$ cat src/rtl/halt_seq_pkg.sv
package halt_seq_pkg;
  typedef enum logic [1:0] {
    ST_RUN   = 2'd0,
    ST_HALT  = 2'd1,
    ST_STAB  = 2'd2,
    ST_AHALT = 2'd3
  } hs_state_t;

  localparam logic [1:0] MASK_OPEN = 2'b10;

  // settle window length in cycles for a given select
  function automatic int unsigned settle_len(input logic long_sel,
                                             input int unsigned short_n,
                                             input int unsigned long_n);
    return long_sel ? long_n : short_n;
  endfunction
endpackage

$ cat src/rtl/halt_wake_detect.sv
module halt_wake_detect #(
  parameter int unsigned N_IRQ = 8,
  parameter logic [N_IRQ-1:0] WAKE_MASK = '1
) (
  input  logic [N_IRQ-1:0] irq_req,
  input  logic             rst_req,
  output logic             wake,
  output logic             cause_rst
);
  logic irq_wake;
  assign irq_wake  = |(irq_req & WAKE_MASK);
  assign wake      = irq_wake | rst_req;
  assign cause_rst = rst_req;   // reset wins over a concurrent interrupt
endmodule

$ cat src/rtl/halt_settle_timer.sv
module halt_settle_timer
  import halt_seq_pkg::*;
#(
  parameter int unsigned SHORT_N = 256,
  parameter int unsigned LONG_N  = 4096
) (
  input  logic clk,
  input  logic rst_n,
  input  logic load,
  input  logic long_sel,
  output logic done
);
  localparam int unsigned CW = $clog2(LONG_N);

  logic [CW-1:0] cnt;
  logic          busy;

  always_ff @(posedge clk or negedge rst_n) begin
    if (!rst_n) begin
      cnt  <= '0;
      busy <= 1'b0;
    end else if (load) begin
      cnt  <= CW'(settle_len(long_sel, SHORT_N, LONG_N) - 1);
      busy <= 1'b1;
    end else if (busy) begin
      if (cnt == '0) busy <= 1'b0;
      else           cnt  <= cnt - 1'b1;
    end
  end

  assign done = busy && (cnt == '0);

  // the counter never wraps while the window is open
  assert_no_wrap_R8: assert property (@(posedge clk) disable iff (!rst_n)
    (busy && cnt != '0 && !load) |=> busy);
endmodule

$ cat src/rtl/halt_seq.sv
module halt_seq
  import halt_seq_pkg::*;
#(
  parameter int unsigned N_IRQ = 8,
  parameter logic [N_IRQ-1:0] WAKE_MASK = 8'h0F,
  parameter int unsigned SHORT_N = 256,
  parameter int unsigned LONG_N  = 4096
) (
  input  logic             clk,
  input  logic             rst_n,
  input  logic             halt_req,
  input  logic             osc_irq_en,
  input  logic             long_dly_sel,
  input  logic             rst_wake_req,
  input  logic [N_IRQ-1:0] irq_req,
  output logic             osc_en,
  output logic             periph_clk_en,
  output logic             cpu_clk_en,
  output logic             imask_wr,
  output logic [1:0]       imask_val,
  output logic             resume,
  output logic             resume_cause,
  output logic [1:0]       seq_state
);
  hs_state_t state;
  logic wake, wake_rst, settle_done, settle_load;

  halt_wake_detect #(.N_IRQ(N_IRQ), .WAKE_MASK(WAKE_MASK)) u_wake (
    .irq_req  (irq_req),
    .rst_req  (rst_wake_req),
    .wake     (wake),
    .cause_rst(wake_rst)
  );

  assign settle_load = (state == ST_HALT) && wake;

  halt_settle_timer #(.SHORT_N(SHORT_N), .LONG_N(LONG_N)) u_timer (
    .clk     (clk),
    .rst_n   (rst_n),
    .load    (settle_load),
    .long_sel(long_dly_sel),
    .done    (settle_done)
  );

  always_ff @(posedge clk or negedge rst_n) begin
    if (!rst_n) begin
      state        <= ST_RUN;
      imask_wr     <= 1'b0;
      resume       <= 1'b0;
      resume_cause <= 1'b0;
    end else begin
      imask_wr <= 1'b0;
      resume   <= 1'b0;
      unique case (state)
        ST_RUN: if (halt_req) begin
          imask_wr <= 1'b1;
          if (wake) begin
            resume       <= 1'b1;
            resume_cause <= wake_rst;
          end else if (osc_irq_en) begin
            state <= ST_AHALT;
          end else begin
            state <= ST_HALT;
          end
        end
        ST_HALT: if (wake) begin
          state        <= ST_STAB;
          resume_cause <= wake_rst;
        end
        ST_STAB: if (settle_done) begin
          state  <= ST_RUN;
          resume <= 1'b1;
        end
        ST_AHALT: if (wake) begin
          state        <= ST_RUN;
          resume       <= 1'b1;
          resume_cause <= wake_rst;
        end
        default: state <= ST_RUN;
      endcase
    end
  end

  assign osc_en        = (state != ST_HALT);
  assign cpu_clk_en    = (state == ST_RUN);
  assign periph_clk_en = (state == ST_RUN);
  assign imask_val     = MASK_OPEN;
  assign seq_state     = state;

  assert_enter_halt_R2: assert property (@(posedge clk) disable iff (!rst_n)
    (state == ST_RUN && halt_req && !osc_irq_en && !wake) |=> (!osc_en && !cpu_clk_en));
  assert_mask_open_R3: assert property (@(posedge clk) disable iff (!rst_n)
    (state == ST_RUN && halt_req) |=> (imask_wr && imask_val == 2'b10));
  assert_active_halt_R4: assert property (@(posedge clk) disable iff (!rst_n)
    (state == ST_RUN && halt_req && osc_irq_en && !wake) |=> (osc_en && !cpu_clk_en));
  assert_pending_wake_R5: assert property (@(posedge clk) disable iff (!rst_n)
    (state == ST_RUN && halt_req && wake) |=> (osc_en && resume));
  assert_ignore_lines_R6: assert property (@(posedge clk) disable iff (!rst_n)
    (state == ST_HALT && !wake) |=> (state == ST_HALT));
  assert_osc_restart_R7: assert property (@(posedge clk) disable iff (!rst_n)
    settle_load |=> (osc_en && !cpu_clk_en && !periph_clk_en));
  assert_resume_pulse_R9: assert property (@(posedge clk) disable iff (!rst_n)
    resume |=> !resume);
  assert_rst_cause_R10: assert property (@(posedge clk) disable iff (!rst_n)
    (state == ST_HALT && rst_wake_req) |=> resume_cause);
endmodule

$ cat config.mk
export PLATFORM = sky130hd
export DESIGN_NAME = halt_seq
export DESIGN_NICKNAME = d
export VERILOG_FILES = /design/src/rtl/halt_seq_pkg.sv /design/src/rtl/halt_wake_detect.sv /design/src/rtl/halt_settle_timer.sv /design/src/rtl/halt_seq.sv
export SDC_FILE = /design/constraint.sdc
export NUM_CORES = 1
export LEC_CHECK = 0
export ABC_AREA = 0
export CORE_MARGIN = 2
export CORE_UTILIZATION = 30
export DETAILED_ROUTE_END_ITERATION = 7
export SLEW_MARGIN = 20
export SYNTH_ARGS = -nofsm -noshare
export SYNTH_HDL_FRONTEND = slang
export SYNTH_SLANG_ARGS = --single-unit
$ cat constraint.sdc
create_clock -name clk -period 5.9 [get_ports clk]
set_input_delay 0.885 -clock clk [delete_from_list [all_inputs] [get_ports clk]]
set_output_delay 0.885 -clock clk [all_outputs]
set_load 0.005 [all_outputs]
======== Yosys cells after proc, flatten, opt, wreduce, memory -nomap -nowiden ========
Index checks and enable logic that the tools add are counted.
cells by class
  add/sub/neg operators ................... 2
  eq/ne operators ......................... 10
  multiplexer cells ....................... 23
  bitwise logic cells ..................... 1
  reductions and logical operators ........ 11
operators by type and width
  cell                     number
  $mux W12                 3
  $sub A12 B1 Y12 const B  2
  $logic_not A12 Y1        1
  $mux W2                  6
  $ne A2 B2 Y1 const B     6
  $mux W1                  10
  $mux W9                  1
  $pmux W2 S4              1
  $reduce_and A5 Y1        1
  $eq A2 B2 Y1 const B     2
  $reduce_and A2 Y1        2
  $reduce_bool A2 Y1       2
  $reduce_or A4 Y1         1
  $pmux W1 S3              1
  $eq A2 B1 Y1 const B     1
  $logic_and A1 B1 Y1      2
  $logic_not A2 Y1         1
  $ne A2 B1 Y1 const B     1
  $pmux W1 S2              1
  $reduce_or A2 Y1         1
  $or A1 B1 Y1             1
storage, ports and cells
  register bits ........................... 18
  logic and storage cells ................. 53

======== Depth between registers and ports, before layout ========
Gate-level depths: netlist of the first run.
  word-level depth ........................ 5
  depth in mapped cells ................... 10
  gate-level depth less buffers ........... 7

======== By module ========
From an unflattened synthesis of the first run, not the netlist that was laid out.
unflattened totals
  cell total of the unflattened synthesis .. 114
  area, all modules ....................... 1048.5 µm²
by module, submodules not included
  module             instances  cells each  area an instance (µm²)
  halt_settle_timer  1          83          755.7
  halt_seq           1          27          272.8
  halt_wake_detect   1          4           20.0

======== Worst setup path before layout of the first run ========
OpenSTA, ideal clock, no wires.
  path type ............................... input to register
  start ................................... in irq_req[0]
  end ..................................... reg u_timer.cnt[8]
  arrival ................................. 2.621 ns
  required time ........................... 5.763 ns
  slack ................................... 3.142 ns
  stages .................................. 9
  path buffers ............................ 2
  path through ............................ nor4_1 -> a21o_1 -> clkbuf_1 -> nand2_1 -> ha_1 -> clkbuf_1 -> o2111ai_1 -> xor2_1 -> a21oi_1
on the way
  longest elaborated chain between the ends .. 5
  elaborated cells between the ends (all ways) .. 7
  classes of those cells .................. 1 x eq/ne; 1 x mux; 1 x bitwise; 4 x reduce/logical
RTL lines
  what                                                          RTL line                 text
  start: declaration                                            halt_seq.sv:15           input logic [N_IRQ-1:0] irq_req,
  $reduce_or A4 Y1 *                                            halt_wake_detect.sv:11   assign irq_wake = |(irq_req & WAKE_MASK);
  $or A1 B1 Y1 *                                                halt_wake_detect.sv:12   assign wake = irq_wake | rst_req;
  $logic_and A1 B1 Y1 *                                         halt_seq.sv:35           assign settle_load = (state == ST_HALT) && wake;
  $ne A2 B2 Y1 (no line) or $reduce_bool A2 Y1 (tied branches)  n/a
  $reduce_and A2 Y1 (no line)                                   n/a
  end signal: assignment                                        halt_settle_timer.sv:23  cnt <= CW'(settle_len(long_sel, SHORT_N, LONG_N) - 1);
  end signal: assignment                                        halt_settle_timer.sv:27  else cnt <= cnt - 1'b1;
  end: declaration                                              halt_settle_timer.sv:15  logic [CW-1:0] cnt;
Mark *: on every way between the ends. The rest lies on a longest branch, timed or not.
A chain may end at the register's enable or synchronous reset.

======== Worst setup path after layout of the first run ========
Ends and elaborated chain as after synthesis.

==> flow_summary.ini, run 1 <==
[timing]
fmax_mhz = 338.3
post-route-min-period_ns = 2.956
slew_headroom = 0.4073
post-route-period-util = 0.5010
fin_tns_setup_ns = 0
rsz0062_at_grt = no
slew_violations = 0
hold_viol_final = 0
setup_viol = 0
holdWs_ns = 0.5158
worstMarginPinSlew_ns = 0.8768
skew_ns = 0.009895

[die]
ios = 24
design.die.area_sq_um = 3989
core-area_sq_um = 3337
die_w_um = 63.16
rows = 21
start_util = 0.3146
die_h_um = 63.16

[clock_network]
clk_pin_slew_ns = 0.11
clk_path_buf_depth = 2
cts_hold_buf = 0
post_cts_buffers = 0
numCtsBuffers = 3
insertion_delay_ns = 0.30
numClockSinks = 18
cts_tree = done
cts-htree-levels = 1
ctsResizeCount = 0
root_buffer = clkbuf_4

[layout]
syn_to_final_growth_pct = 21.57
drive_gt1_frac = 0.05426
nNetsFinal = 145
post-route-util = 0.3825
finish.instance_area_sq_um = 1276
antennaDiodeCount = 0

[power]
clkPwrFrac = 0.265
seqPwrFrac = 0.572
p_leak_uw = 0.0004709
combPwrFrac = 0.163
p_switching_uw = 87.26
swShare = 0.2959
p_per_area_nw_per_um2 = 231.0
ir_worst_vdd_mv = 0.06746
internal_power_uw = 207.6

[synthesis]
syn_avg_cell_area_sq_um = 9.128
synth.cell_area_sq_um = 1050
yosysWarnings = 0
seq_area_frac_synth = 0.4291
netlist.area_leader.share = 0.4291
ys_seq_elements = 18
synth_fp_nets = 130
postSynthCellCount = 115
ys_top_cells_by_area = dfrtp_1 43%, nand2_1 4.6%, xor2_1 3.3%, nor4_1 3.0%, xnor2_1 2.5%
ys_types = 37
yosys.area.top_type = dfrtp_1

[critical_path]
critPathMaxStageDelay_ns = 0.55
cp_max_fo = 12
arrival_ns = 3.14
cp-startpoint = irq_req[0]
crit_path_end_kind = register
startpoint_type = input pin
worstReg2RegStart = seq_state[1]$_DFFE_PN0P_
crit_path_cell_trace = clkdlybuf4s50_1, nor4_1, a21o_1, nand2_1, ha_1, o2111ai_1, xor2_1, a21oi_1
crit_required_ns = 6.08
crit_type = in2reg
worst_path_max_delay_cell = nor4_1

[global_routing]
grtUsageTotal = 0.1274
antenna_found_initial = 0
grt_max_degree = 19
grt_pass1_wl_um = 4098
grt_pass1_vias = 890
grt_overflow = 0

[detailed_routing]
viasPerCell = 5.240
avgRoutedWirePerCell_um = 13.61
first_iter_violations = 70
ant_nets = 0
drc = 0
drt_first_pass_iters = 4
finalWirelength_um = 2381
dr_total_vias = 917

[place]
placed_area_sq_um = 1240
port_buffers = 17
dpl.hpwl_um = 1696
globalplace.congestion = 0.8319

[flow_run]
cap_violations = 0

[min_path]
worstHoldStart = resume_cause$_DFFE_PN0P_
min_path_type = reg2reg

[status]
status = completed
[logic make-up (layout without fill, tap and decap cells)]
logic type / after synthesis / in the layout / synth area share
DFF: 18 / 18 / 0.4291
buffers and inverters: 10 / 24 / 0.04648
muxes: 2 / 2 / 0.02026
AOI/OAI and AO/OA: 27 / 27 / 0.1776
xor gates and xnor gates: 7 / 7 / 0.05840
adders and majority gates: 1 / 1 / 0.01192
and+or+nand+nor: 48 / 48 / 0.2491
other: 2 / 2 / 0.007154
[metal layers]
layer	wire, um	GRT usage
met1	1139	0.1633
met2	1036	0.2048
met3	138	0.02500
met4	67	0.06111
met5	0	0
[sequential cells by signal, summed over array words and instances (netlist names)]
signal and flops:
seq_state 2, u_timer.busy 1, imask_wr 1, resume 1
u_timer.cnt 12, resume_cause 1
[cells in the final DEF (no fill, tap or decap), types with 2 or more instances in the layout]
cell and count:
a21oi_1 5, nor4_1 5, or3_1 3, o21ai_0 5, nor2b_1 2, nand2b_1 4
xor2_1 4, nand3_1 2, dfrtp_1 18, inv_1 3, clkdlybuf4s50_1 17, a21o_1 2
o31ai_1 2, nand2_1 13, nor2_1 6, nor3_1 3, o2111ai_1 2, nand4_1 2
a22oi_1 2, o211ai_1 2, or4_1 3, a311oi_1 2, nor4b_1 2, clkbuf_4 3
xnor2_1 3, conb_1 2
[power by group through the flow]
| stage | logic, uW | registers, uW | clock network [uW] |
|---|---|---|---|
| floorplan | 30.5 | 164 | 0 |
| global placement | 47.1 | 170 | 0 |
| detailed placement | 48.3 | 171 | 0 |
| CTS | 48.8 | 168 | 81.0 |
| global route | 53.8 | 171 | 87.1 |
| finish | 48.0 | 169 | 78.2 |
[per-stage QoR]
step                      total power, uW  instances  setup WS, ns
after floorplan                     194.8        115         3.142
final                               294.9        175         2.944
after CTS                           297.5        175         2.933
after detailed placement            219.0        171         2.607
after global placement              217.3        171         2.634
after global routing                311.7        175         2.684
[final timing paths]
| kind | end | slack (ns) | depth (start not counted) |
|---|---|---|---|
| max | u_timer.cnt[8]$_DFFE_PN0P_ | 2.94 | 8 |
| min | resume_cause$_DFFE_PN0P_ | 0.52 | 1 |
| max reg2reg | u_timer.cnt[10]$_DFFE_PN0P_ | 3.73 | 7 |
| min reg2reg | resume_cause$_DFFE_PN0P_ | 0.52 | 1 |
| max in group asynchronous | u_timer.cnt[4]$_DFFE_PN0P_ | 4.33 | 1 |
| min in group asynchronous | u_timer.cnt[11]$_DFFE_PN0P_ | 1.05 | 1 |
[area by class of cell]
cell class / count / area [sq um]
clock buffer: 4 / 36.28
fill: 326 / 2061
inverter: 3 / 11.26
multi-input combinational: 87 / 550.5
sequential: 18 / 450.4
tap: 46 / 57.56
timing repair buffer: 17 / 170.2
[synthesized netlist by cell type]
master / number
o211a_1: 1
nand2b_1: 4
mux2i_1: 1
mux2_2: 1
or2_2: 1
a21o_1: 2
nand4_1: 2
o21ai_0: 5
ha_1: 1
conb_1: 2
clkbuf_1: 4
nor4b_1: 2
o211ai_1: 2
nor3b_1: 1
nand3_1: 2
nor2b_1: 2
nor3_1: 3
a22o_1: 1
nor2_1: 6
inv_1: 3
o31ai_1: 2
a22oi_1: 2
nor4_1: 5
a211oi_1: 1
a31oi_1: 1
or4_1: 3
dfrtp_1: 18
a21oi_1: 5
a311oi_1: 2
or4_4: 1
o2111ai_1: 2
nand2_1: 13
or3_1: 3
xnor2_1: 3
buf_4: 3
a41oi_1: 1
xor2_1: 4
[critical path: cells and delay by family]
family / cells / cell delay (ns)
AO/OA/AOI/OAI: 3 / 0.68
AND/OR/NAND/NOR: 2 / 0.65
buffers and inverters: 1 / 0.40
adder cells (fa/ha/maj): 1 / 0.36
XOR/XNOR: 1 / 0.16
No activity file was read; power rests on OpenSTA's default activity.
==> run 2, diff against run 1 <==
- clock period: 5.9 -> 2.35 ns (I/O delays scaled with it)
==> run 2 against run 1 <==
Via count grew 3.4%. Critical path type is now reg2reg. Die area is the same. Highest routed layer unchanged. Worst hold slack lost 0.15 ns. Critical endpoint is now u_timer.cnt[2]$_DFFE_PN0P_.
==> flow_summary.ini, run 2 (same netlist as run 1, synthesis figures left out) <==
[die]
rows = 21
core-area_sq_um = 3337
ios = 24
die_h_um = 63.16
start_util = 0.3146
die_w_um = 63.16
design.die.area_sq_um = 3989

[detailed_routing]
viasPerCell = 5.152
ant_nets = 0
finalWirelength_um = 2401
first_iter_violations = 58
drt_first_pass_iters = 4
dr_total_vias = 948
drc = 0
avgRoutedWirePerCell_um = 13.05

[timing]
post-route-min-period_ns = 2.129
slew_headroom = 0.5643
rsz0062_at_grt = no
hold_viol_final = 0
slew_violations = 0
holdWs_ns = 0.3646
worstMarginPinSlew_ns = 0.6475
post-route-period-util = 0.9061
fmax_mhz = 469.6
skew_ns = 0.01223
setup_viol = 0

[clock_network]
clk_pin_slew_ns = 0.11
post_cts_buffers = 0
cts-htree-levels = 1
clk_path_buf_depth = 2
ctsResizeCount = 0
numClockSinks = 18
cts_hold_buf = 0
cts_tree = done
numCtsBuffers = 3
root_buffer = clkbuf_4
insertion_delay_ns = 0.30

[layout]
post-route-util = 0.4027
drive_gt1_frac = 0.1159
n_fill_cell = 337
top_register = u_timer.cnt
largest_reg_flops = 12
instances_no_fill = 184
antennaDiodeCount = 0
syn_to_final_growth_pct = 28.01
nNetsFinal = 154
final_common_cell = dfrtp_1
final_cell_mix = 18 x dfrtp_1, 17 x clkdlybuf4s50_1, 13 x nand2_1

[power]
p_leak_uw = 0.0005167
totalPowerFinal_uw = 741.2
ir_worst_vdd_mv = 0.1640
p_per_area_nw_per_um2 = 551.6

[global_routing]
antenna_found_initial = 0
grtUsageTotal = 0.1375
grt_overflow = 0
grt_pass1_vias = 946
grt_max_degree = 19
grt_pass1_wl_um = 4367

[critical_path]
cp_max_fo = 6
crit_type = reg2reg
crit_path_end_kind = register
crit_required_ns = 2.54
startpoint_type = register
arrival_ns = 2.31

[flow_run]
cap_violations = 0

[place]
port_buffers = 17
globalplace.congestion = 0.8904
dp_cells = 180
dpl.hpwl_um = 1872

[status]
status = completed

[min_path]
min_path_type = in2async
==> run 2: per-layer routing <==
layer / global-route usage / vias up / wire, um
li1: - / 469 / -
met1: 0.1752 / 445 / 1096
met2: 0.2261 / 32 / 1099
met3: 0.02679 / 2 / 175
met4: 0.05833 / 0 / 29
met5: 0 / - / 0
==> run 2: final cells by class <==
type	count	area (sq um)	area share
Multi-Input combinational cell	87	550.5	0.4097
Sequential cell	18	450.4	0.3352
Timing Repair Buffer	26	237.7	0.1769
Tap cell	46	57.56	0.04283
Clock buffer	4	36.28	0.02700
Inverter	3	11.26	0.008380
==> run 2: final timing paths <==
kind | cells past startpoint | slack (ns) | from | end
max in group asynchronous | 2 | 1.78 | rst_n | imask_wr$_DFF_PN0_
hold reg to reg | 1 | 0.52 | resume_cause$_DFFE_PN0P_ | resume_cause$_DFFE_PN0P_
setup / recovery | 4 | 0.22 | u_timer.cnt[7]$_DFFE_PN0P_ | u_timer.cnt[2]$_DFFE_PN0P_
hold / removal | 2 | 0.36 | rst_n | u_timer.cnt[7]$_DFFE_PN0P_
setup reg to reg | 4 | 0.22 | u_timer.cnt[7]$_DFFE_PN0P_ | u_timer.cnt[2]$_DFFE_PN0P_
min in group clk | 1 | 0.52 | resume_cause$_DFFE_PN0P_ | resume_cause$_DFFE_PN0P_
==> run 2: critical path: stages (launching register included) <==
cell and delay [ns]:
dfrtp_1 0.46, or4_1 0.63, o31ai_1 0.51, nand2_1 0.18, o211a_1 0.23
==> run 2: power breakdown <==
group,internal (uW),switching [uW]
logic,72.3,50.1
clock network,94.4,99.5
registers,356,68.6
total,523,218
==> run 2: stage by stage <==
| stage | worst slack (ns) | setup TNS [ns] | cell area [sq um] |
|---|---|---|---|
| after detailed placement | -0.08334 | -0.1648 | 1308 |
| final | 0.2206 | 0 | 1344 |
| after global placement | 0.03863 | 0 | 1308 |
| after CTS | 0.2328 | 0 | 1344 |
| after floorplan | 0.1247 | 0 | 1050 |
| after global routing | 0.08042 | 0 | 1344 |
